## config.mk

```make
export PLATFORM = sky130hd
export DESIGN_NAME = lcd_seg_latch
export DESIGN_NICKNAME = d
export VERILOG_FILES = /design/src/rtl/lcd_seg_pkg.sv /design/src/rtl/lcd_fall_det.sv /design/src/rtl/lcd_row_capture.sv /design/src/rtl/lcd_row_hold.sv /design/src/rtl/lcd_level_enc.sv /design/src/rtl/lcd_seg_latch.sv
export SDC_FILE = /design/constraint.sdc
export NUM_CORES = 1
export LEC_CHECK = 0
export BUFFER_PORTS_ARGS = -buffer_cell sky130_fd_sc_hd__buf_4
export CAP_MARGIN = 40
export CORE_UTILIZATION = 35
export DETAILED_ROUTE_END_ITERATION = 6
export PLACE_DENSITY_LB_ADDON = 0.12
export SYNTH_ARGS = -nofsm -noshare
export SYNTH_HDL_FRONTEND = slang
export SYNTH_HIERARCHICAL = 1
export SYNTH_SLANG_ARGS = --single-unit
```

## constraint.sdc

```tcl
create_clock -name clk -period 3.1 [get_ports clk]
set_input_delay 0.62 -clock clk [delete_from_list [all_inputs] [get_ports clk]]
set_output_delay 0.62 -clock clk [all_outputs]
set_load 0.1 [all_outputs]
```

## src/rtl/lcd_seg_pkg.sv

```systemverilog
package lcd_seg_pkg;

    // 2-bit column drive codes
    typedef enum logic [1:0] {
        LVL_IDLE    = 2'd0,  // blank / selected-positive level
        LVL_UNSEL_P = 2'd1,  // non-selected, positive phase
        LVL_UNSEL_N = 2'd2,  // non-selected, negative phase
        LVL_SEL_N   = 2'd3   // selected, negative phase
    } drive_lvl_e;

    function automatic drive_lvl_e pick_level(input logic en, input logic ph, input logic bit_v);
        drive_lvl_e r;
        if (!en) begin
            r = LVL_IDLE;
        end else begin
            case ({ph, bit_v})
                2'b00:   r = LVL_UNSEL_P;
                2'b01:   r = LVL_IDLE;
                2'b10:   r = LVL_UNSEL_N;
                default: r = LVL_SEL_N;
            endcase
        end
        return r;
    endfunction

endpackage

```

## src/rtl/lcd_fall_det.sv

```systemverilog
module lcd_fall_det (
    input  logic clk,
    input  logic rst_n,
    input  logic sig_in,
    output logic fall
);
    logic prev_d, prev_q;

    always_comb begin
        prev_d = sig_in;
    end

    always_ff @(posedge clk or negedge rst_n) begin
        if (!rst_n) prev_q <= 1'b0;
        else        prev_q <= prev_d;
    end

    assign fall = prev_q & ~sig_in;
endmodule

```

## src/rtl/lcd_row_capture.sv

```systemverilog
module lcd_row_capture #(
    parameter int NUM_OUT = 80,
    parameter int GRP_W   = 4
) (
    input  logic               clk,
    input  logic               rst_n,
    input  logic               shift_fall,
    input  logic               load_fall,
    input  logic               chip_dis,
    input  logic               par_mode,
    input  logic [GRP_W-1:0]   nib_in,
    input  logic               ser_bit,
    output logic [NUM_OUT-1:0] row_out,
    output logic               full
);
    localparam int NUM_GRP = NUM_OUT / GRP_W;
    localparam int CNT_W   = $clog2(NUM_GRP + 1);
    localparam int IDX_W   = (GRP_W > 1) ? $clog2(GRP_W) : 1;

    typedef struct packed {
        logic [NUM_OUT-1:0] row;
        logic [CNT_W-1:0]   grp;
        logic [IDX_W-1:0]   idx;
        logic [GRP_W-1:0]   acc;
    } cap_t;

    cap_t st_d, st_q;
    logic             wr_en;
    logic [GRP_W-1:0] wr_nib;

    always_comb begin
        st_d   = st_q;
        wr_en  = 1'b0;
        wr_nib = nib_in;
        if (load_fall) begin
            st_d.grp = '0;
            st_d.idx = '0;
            st_d.acc = '0;
        end else if (shift_fall && !chip_dis && !full) begin
            if (par_mode) begin
                wr_en  = 1'b1;
                wr_nib = nib_in;
            end else if (st_q.idx == IDX_W'(GRP_W - 1)) begin
                wr_en       = 1'b1;
                wr_nib      = st_q.acc;
                wr_nib[st_q.idx] = ser_bit;
                st_d.idx    = '0;
                st_d.acc    = '0;
            end else begin
                st_d.acc[st_q.idx] = ser_bit;
                st_d.idx           = st_q.idx + 1'b1;
            end
            if (wr_en) begin
                st_d.row[int'(st_q.grp) * GRP_W +: GRP_W] = wr_nib;
                st_d.grp = st_q.grp + 1'b1;
            end
        end
    end

    always_ff @(posedge clk or negedge rst_n) begin
        if (!rst_n) st_q <= '0;
        else        st_q <= st_d;
    end

    assign full    = (st_q.grp == CNT_W'(NUM_GRP));
    assign row_out = st_q.row;

    assert_grp_bound_R7: assert property (@(posedge clk) disable iff (!rst_n)
        st_q.grp <= CNT_W'(NUM_GRP));

    assert_full_frozen_R7: assert property (@(posedge clk) disable iff (!rst_n)
        (full && !load_fall) |=> $stable(st_q.row));

    assert_disabled_ignored_R5: assert property (@(posedge clk) disable iff (!rst_n)
        (chip_dis && !load_fall) |=> ($stable(st_q.row) && $stable(st_q.grp)));

    assert_load_rewinds_R9: assert property (@(posedge clk) disable iff (!rst_n)
        load_fall |=> (st_q.grp == '0 && st_q.idx == '0));
endmodule

```

## src/rtl/lcd_row_hold.sv

```systemverilog
module lcd_row_hold #(
    parameter int NUM_OUT = 80
) (
    input  logic               clk,
    input  logic               rst_n,
    input  logic               load_fall,
    input  logic [NUM_OUT-1:0] row_in,
    output logic [NUM_OUT-1:0] row_out
);
    logic [NUM_OUT-1:0] hold_d, hold_q;

    always_comb begin
        hold_d = hold_q;
        if (load_fall) hold_d = row_in;
    end

    always_ff @(posedge clk or negedge rst_n) begin
        if (!rst_n) hold_q <= '0;
        else        hold_q <= hold_d;
    end

    assign row_out = hold_q;

    assert_hold_only_on_load_R8: assert property (@(posedge clk) disable iff (!rst_n)
        !load_fall |=> $stable(hold_q));
endmodule

```

## src/rtl/lcd_level_enc.sv

```systemverilog
module lcd_level_enc #(
    parameter int NUM_OUT = 80
) (
    input  logic [NUM_OUT-1:0]   row_in,
    input  logic                 alt,
    input  logic                 disp_en,
    output logic [2*NUM_OUT-1:0] lvl_out
);
    import lcd_seg_pkg::*;

    for (genvar k = 0; k < NUM_OUT; k++) begin : g_col
        always_comb begin
            lvl_out[2*k +: 2] = pick_level(disp_en, alt, row_in[k]);
        end
    end
endmodule

```

## src/rtl/lcd_seg_latch.sv

```systemverilog
module lcd_seg_latch #(
    parameter int NUM_OUT = 80,
    parameter int GRP_W   = 4
) (
    input  logic                 clk,
    input  logic                 rst_n,
    input  logic                 shift_clk,
    input  logic                 load_strb,
    input  logic                 chip_dis,
    input  logic                 par_mode,
    input  logic [GRP_W-2:0]     par_data,
    input  logic                 ser_data,
    input  logic                 alt,
    input  logic                 disp_en,
    output logic                 cascade_out,
    output logic [2*NUM_OUT-1:0] drive_lvl
);
    logic               shift_fall, load_fall, full;
    logic [NUM_OUT-1:0] cap_row, hold_row;

    lcd_fall_det u_shift_det (.clk(clk), .rst_n(rst_n), .sig_in(shift_clk), .fall(shift_fall));
    lcd_fall_det u_load_det  (.clk(clk), .rst_n(rst_n), .sig_in(load_strb), .fall(load_fall));

    lcd_row_capture #(.NUM_OUT(NUM_OUT), .GRP_W(GRP_W)) u_cap (
        .clk(clk), .rst_n(rst_n), .shift_fall(shift_fall), .load_fall(load_fall),
        .chip_dis(chip_dis), .par_mode(par_mode), .nib_in({ser_data, par_data}),
        .ser_bit(ser_data), .row_out(cap_row), .full(full));

    lcd_row_hold #(.NUM_OUT(NUM_OUT)) u_hold (
        .clk(clk), .rst_n(rst_n), .load_fall(load_fall), .row_in(cap_row), .row_out(hold_row));

    lcd_level_enc #(.NUM_OUT(NUM_OUT)) u_enc (
        .row_in(hold_row), .alt(alt), .disp_en(disp_en), .lvl_out(drive_lvl));

    assign cascade_out = ~full;

    assert_blank_all_idle_R11: assert property (@(posedge clk) disable iff (!rst_n)
        !disp_en |-> (drive_lvl == '0));

    assert_cascade_after_load_R9: assert property (@(posedge clk) disable iff (!rst_n)
        load_fall |=> cascade_out);
endmodule

```

* Word-level counts from Yosys, hierarchy flattened *
Index checks and enable logic that the tools add are counted.

word-level totals
  bits in registers = 173
  input bits = 12
  logic and storage cells = 450

operators by class
  add/sub/neg operators = 3
  order comparisons = 2
  equality and inequality tests = 163
  shifts and indexed selects = 2
  muxes and demuxes = 177
  bitwise gates (word level) = 6
  reduce and logical (&&, ||, !) cells = 90

operators with widths
  kind                                                         count
  one-hot mux 2 bit (3 select lines)                           80
  == test 2 bit (second input constant)                        81
  == test 2 x 1 -> 1 bit (second input constant)               80
  zero test 2 bit                                              80
  2-to-1 mux 2 bit                                             80
  bitwise mux 80 bit                                           1
  variable shift 4 x 33 -> 80 bit (first input constant)       1
  indexed part select 4 x 33 -> 80 bit                         1
  negator 7 -> 33 bit                                          1
  2-to-1 mux 11 bit                                            2
  2-to-1 mux 4 bit                                             4
  2-to-1 mux 6 bit                                             2
  adder 5 x 1 -> 5 bit (second input constant)                 1
  == test 5 bit (second input constant)                        1
  2-to-1 mux 1 bit                                             5
  2-to-1 mux 5 bit                                             1
  bitwise mux 4 bit                                            1
  NOT 1 bit                                                    4
  AND reduction 2 bit                                          2
  nonzero test 2 bit                                           2
  logical AND 1 bit                                            3
  less-than comparator 2 x 3 -> 1 bit (second input constant)  1
  AND reduction 3 bit                                          1
  adder 2 x 1 -> 2 bit (second input constant)                 1
  other kinds (5)                                              7

* Logic depth before layout (Yosys ltp) *
  depth after elaboration = 11
  gate-level depth with buffers = 11
  mapped depth without buffers = 9

* Modules after synthesis *
The synthesis kept the hierarchy.

by module, submodules not included
  module           instances  cells each  area an instance (um^2)  sequential area each (um^2)
  lcd_row_capture  1          465         5,206.2                  2,252.2
  lcd_row_hold     1          169         3,374.5                  2,001.9
  lcd_level_enc    1          257         1,961.9                  0.0
  lcd_fall_det     2          2           38.8                     25.0
  lcd_seg_latch    1          1           3.8                      0.0

* Worst setup path before layout *
OpenSTA, ideal clock, no wires.

  kind = in2out
  start = in alt
  end = out drive_lvl[101]
  data arrival time = 3,566 ps
  required time = 2,480 ps
  path slack = -1,086 ps
  stages = 4
  path through = buf_6 buf_8 and2_1 buf_4

on the way
  cells in the longest elaborated chain, start to end = 3

ends and longest elaborated chain
  element                                      RTL line             RTL
  from (decl)                                  lcd_seg_latch.sv:13  input logic alt,
  == test 2 bit, or another cell as far along  lcd_seg_pkg.sv:16    case ({ph, bit_v})
  one-hot mux 2 bit (3 select lines) (*)       lcd_seg_pkg.sv:16
  2-to-1 mux 2 bit (*)                         lcd_seg_pkg.sv:13    if (!en) begin
  to (decl)                                    lcd_seg_latch.sv:16  output logic [2*NUM_OUT-1:0] drive_lvl

Every way passes the cells marked *; elsewhere a longest branch is shown, timed or not.

* Final worst setup path *
  start = reg u_cap/st_q[7] (netlist bit)
  end = reg u_cap.st_q (netlist bit u_cap/row_out[43])

on the way
  cells in the longest elaborated chain, start to end = 4

ends and longest elaborated chain
  element                                                                      RTL line               RTL
  from (decl)                                                                  lcd_row_capture.sv:27  cap_t st_d, st_q;
  from (signal assigned)                                                       lcd_row_capture.sv:62  else st_q <= st_d;
  parallel branches: the longest is 4 deep, another holds negator 7 -> 33 bit  n/a

Parallel ways; which one is timed is not known.
A chain may end at the register's enable or synchronous reset.

==> flow_summary.rst <==
.. list-table::
   :header-rows: 1

   * - Metric
     - Value
   * - Status
     - finished clean
   * - First-pass GRT wire length
     - approximately 34 mm
   * - Dpl cells
     - between 1,000 and 1,500
   * - Number of distinct library cells after synthesis
     - 51
   * - Placer congestion estimate
     - 0.877
   * - Clock transition at the register clock pins on the worst setup and hold paths after CTS
     - roughly 70 ps
   * - YS warnings
     - 6
   * - Async set or reset register ratio after synthesis
     - 100%
   * - Fraction of layout cells with a size suffix above 1
     - 45.2%
   * - Cells along the critical path
     - inv_1, ha_1, buf_4, xor2_1, buf_4, or4_4, nor3_2, mux2_2
   * - Area of the core
     - approximately 30,000 sq um
   * - Final Routed Wirelength
     - between 20 and 25 mm
   * - Worst reg2reg path startpoint
     - u_cap/st_q[7]
   * - Minimum period implied by the final worst setup slack
     - between 2000 and 3000 ps
   * - Number of sinks driven by the clock tree
     - between 150 and 200
   * - Setup slack of the critical path after layout
     - between 300 and 400 ps
   * - Hold Vio Cnt, Final
     - 0
   * - Required time of the worst setup path
     - around 3400 ps
   * - Type of the most critical hold path
     - in2async
   * - Placement Cell Area
     - between 10,000 and 15,000 sq um
   * - Final core utilization
     - 39.1%
   * - Iteration-0 DRC Markers
     - ~240
   * - TritonCTS clock tree
     - done
   * - Crit path max-delay family
     - simple AND/OR/NAND/NOR gates
   * - Pins over their slew limit
     - 0
   * - Initial Utilization
     - between 30% and 40%
   * - Largest area contributor in the netlist
     - sky130_fd_sc_hd__dfrtp_1
   * - Arrival time at the worst endpoint
     - between 3000 and 4000 ps
   * - Layout overhead on the synthesized area
     - 9.45%
   * - Clock tree buffer depth
     - 2
   * - Total negative setup slack
     - 0 ps
   * - Top-level port count
     - around 170
   * - Total non-filler cell area in the finished layout
     - approximately 12,000 sq um
   * - Via count of the first global-routing pass
     - between 5,000 and 6,000
   * - Unrepaired setup endpoints after global routing
     - no
   * - Number of buffers inserted during clock tree synthesis
     - 17
   * - Setup Slack @ Placement
     - 347 ps
   * - Post-Syn Nets
     - slightly above 900
   * - First-pass detailed-route iteration total
     - 4
   * - Power Total
     - a little over 6 mW
   * - Reg2reg setup slack
     - about 320 ps
   * - Max Cap Viol
     - 0
   * - Post-CTS Setup Bufs
     - 0
   * - Number of buffer and inverter instances along the worst setup path
     - 3
   * - Headroom to the max-slew limit
     - around half
   * - Die Y-Extent
     - 176 microns
   * - Worst-path maximum fanout
     - 13
   * - GRT overflow
     - 0
   * - Commonest non-fill, non-tap cells in the layout
     - 193 x sky130_fd_sc_hd__buf_4, 172 x sky130_fd_sc_hd__dfrtp_1, 84 x sky130_fd_sc_hd__xnor2_1
   * - Critical R2R Capture
     - u_cap/row_out[43]
   * - Antenna Nets Post-Route
     - 0
   * - Count of fill cells added during filler insertion
     - between 2,000 and 3,000
   * - Critical Path Start Type
     - register
   * - Portion of the post-synthesis area used by sequential elements
     - about two fifths
   * - Kind of end point of the critical path
     - register
   * - Fin Clk Skew
     - 13.1 ps
   * - Root buf cell
     - sky130_fd_sc_hd__clkbuf_16
   * - Commonest register cell after synthesis
     - sky130_fd_sc_hd__dfrtp_1
   * - Highest Clock Rate
     - ~360 MHz
   * - HPWL after detailed placement
     - between 15 and 20 mm
   * - DIE WIDTH
     - 176 microns
   * - Pin count of the biggest net entering global routing
     - 91
   * - Number of enable flip-flop cells after synthesis
     - 0
   * - Post-Route Hold Slack
     - between 200 and 250 ps
   * - Total setup violations reported at the end of the flow
     - 0
   * - Diodes inserted
     - 0
   * - CP most frequent cell
     - sky130_fd_sc_hd__buf_4
   * - Number of port buffers
     - about 170
   * - Total of cells resized after clock tree synthesis
     - 0
   * - Gate Count Post-Synth
     - 896
   * - Aggregate global-route resource usage
     - between 10% and 20%
   * - Clock latency at the later pin of the worst-skew pair
     - about 440 ps
   * - Pwr per Cell Area
     - between 500 and 600 nW/um^2
   * - Delay of the slowest critical-path stage
     - ~530 ps
   * - CTS H-tree depth
     - 4
   * - Top cell type's share of synthesized area
     - 40.5%
   * - Number of antenna violations at the first check in global routing
     - 0
   * - Post-route non-filler standard cell count
     - 1,311
   * - Standard-cell row count
     - 63
   * - Drt drc
     - 0
   * - Number of vias per cell after detailed routing
     - 4.54
   * - Post-Syn Area per Cell
     - between 10 and 15 sq um
   * - Actual slew at the worst max-slew pin
     - between 700 and 800 ps
   * - Worst ir drop on vdd
     - 0.312 mV
   * - Area of the die
     - 31,100 sq um
   * - Area contributors post-synth
     - sky130_fd_sc_hd__dfrtp_1 41%, sky130_fd_sc_hd__buf_4 11%, sky130_fd_sc_hd__mux2_4 11%
   * - Static leakage
     - around 5.4 nW
   * - Flop and latch count out of synthesis
     - approximately 170
   * - Routed wire per std cell
     - between 15 and 20 microns
   * - Final Cycle Share
     - between 80% and 90%
   * - Reg2Reg Depth
     - 8
   * - Commonest non-fill, non-tap cell in the layout
     - sky130_fd_sc_hd__buf_4
   * - Slowest stage cell on the critical path
     - sky130_fd_sc_hd__dfrtp_1
   * - Hold-fix buffers at CTS
     - 0
   * - Crit Path Category
     - reg2reg
   * - Layout Nets
     - between 900 and 1,000
   * - Vias after detailed routing
     - 5,948
   * - Synthesized cell area
     - between 10,000 and 15,000 sq um
## power breakdown
part	internal, mW	switching [mW]
clock network	1.07	1.02
registers	2.30	0.0419
logic	0.404	1.27
total	3.78	2.34
## per-layer routing
metal  GRT usage (%)  wire, microns  up-vias
li1                -              -     2875
met5               0              0        -
met4            4.67            332        0
met1            20.2          10300     2899
met2            22.1           9950      152
met3            2.61            917       22
## state kept, by name, summed over array words and instances, names as in the netlist
signal / cells
u_cap/row_out: 80
u_load_det/prev_q: 1
u_hold/row_out: 80
u_shift_det/prev_q: 1
u_cap/st_q: 10
## cells in the mapped netlist, types with 6 or more instances
| cell type | instances |
|---|---|
| sky130_fd_sc_hd__nor3_2 | 7 |
| sky130_fd_sc_hd__xnor2_1 | 84 |
| sky130_fd_sc_hd__nand2b_1 | 7 |
| sky130_fd_sc_hd__mux2_4 | 80 |
| sky130_fd_sc_hd__buf_8 | 8 |
| sky130_fd_sc_hd__buf_12 | 8 |
| sky130_fd_sc_hd__nor3_1 | 18 |
| sky130_fd_sc_hd__nand3_1 | 8 |
| sky130_fd_sc_hd__a211oi_1 | 11 |
| sky130_fd_sc_hd__and2_1 | 84 |
| sky130_fd_sc_hd__clkbuf_1 | 22 |
| sky130_fd_sc_hd__dfrtp_1 | 172 |
| sky130_fd_sc_hd__mux2i_1 | 14 |
| sky130_fd_sc_hd__buf_4 | 160 |
| sky130_fd_sc_hd__inv_1 | 10 |
| sky130_fd_sc_hd__nand4_1 | 7 |
| sky130_fd_sc_hd__mux2_2 | 79 |
| sky130_fd_sc_hd__nand2_1 | 8 |
| sky130_fd_sc_hd__nor4_1 | 6 |
| sky130_fd_sc_hd__nor2_1 | 37 |
| sky130_fd_sc_hd__ha_1 | 7 |
## worst max-delay path by stage
stage                        from                end  slack (ps)  cells past startpoint
floorplan           u_cap/st_q[6]  u_cap/row_out[64]         300                     10
global placement    u_cap/st_q[7]  u_cap/row_out[49]         340                      9
detailed placement  u_cap/st_q[7]  u_cap/row_out[42]         350                     10
CTS                 u_cap/st_q[7]  u_cap/row_out[43]         320                      8
global route        u_cap/st_q[7]  u_cap/row_out[43]         140                     10
finish              u_cap/st_q[7]  u_cap/row_out[43]         320                      8
## cell families (layout without fill, tap and decap cells)
group / count (synthesis) / in the layout / synth area share [%]
and+or+nand+nor: 209 / 209 / 12.6
AOI/OAI and AO/OA: 30 / 30 / 2.04
buffers and inverters: 217 / 242 / 15.7
DFF: 172 / 172 / 40.5
adders and majority gates: 7 / 7 / 0.824
xor gates and xnor gates: 86 / 86 / 7.09
muxes: 175 / 175 / 21.2
## layout make-up
| cell class | count | area [sq um] | area share (%) |
|---|---|---|---|
| inverters | 10 | 37.5 | 0.323 |
| clock buffers | 17 | 425 | 3.66 |
| flip-flops and latches | 172 | 4300 | 37.0 |
| well taps | 390 | 488 | 4.20 |
| repair buffers | 200 | 1570 | 13.5 |
| multi-input cells | 507 | 4650 | 40.0 |
| clock inverters | 15 | 149 | 1.28 |
## worst register-to-register path, cell delays in order (launching register included)
cell,delay [ps]
sky130_fd_sc_hd__dfrtp_1,530
sky130_fd_sc_hd__inv_1,80
sky130_fd_sc_hd__ha_1,210
sky130_fd_sc_hd__buf_4,180
sky130_fd_sc_hd__xor2_1,240
sky130_fd_sc_hd__buf_4,220
sky130_fd_sc_hd__or4_4,460
sky130_fd_sc_hd__nor3_2,360
sky130_fd_sc_hd__mux2_2,390
(Power assumes the default switching activity.)
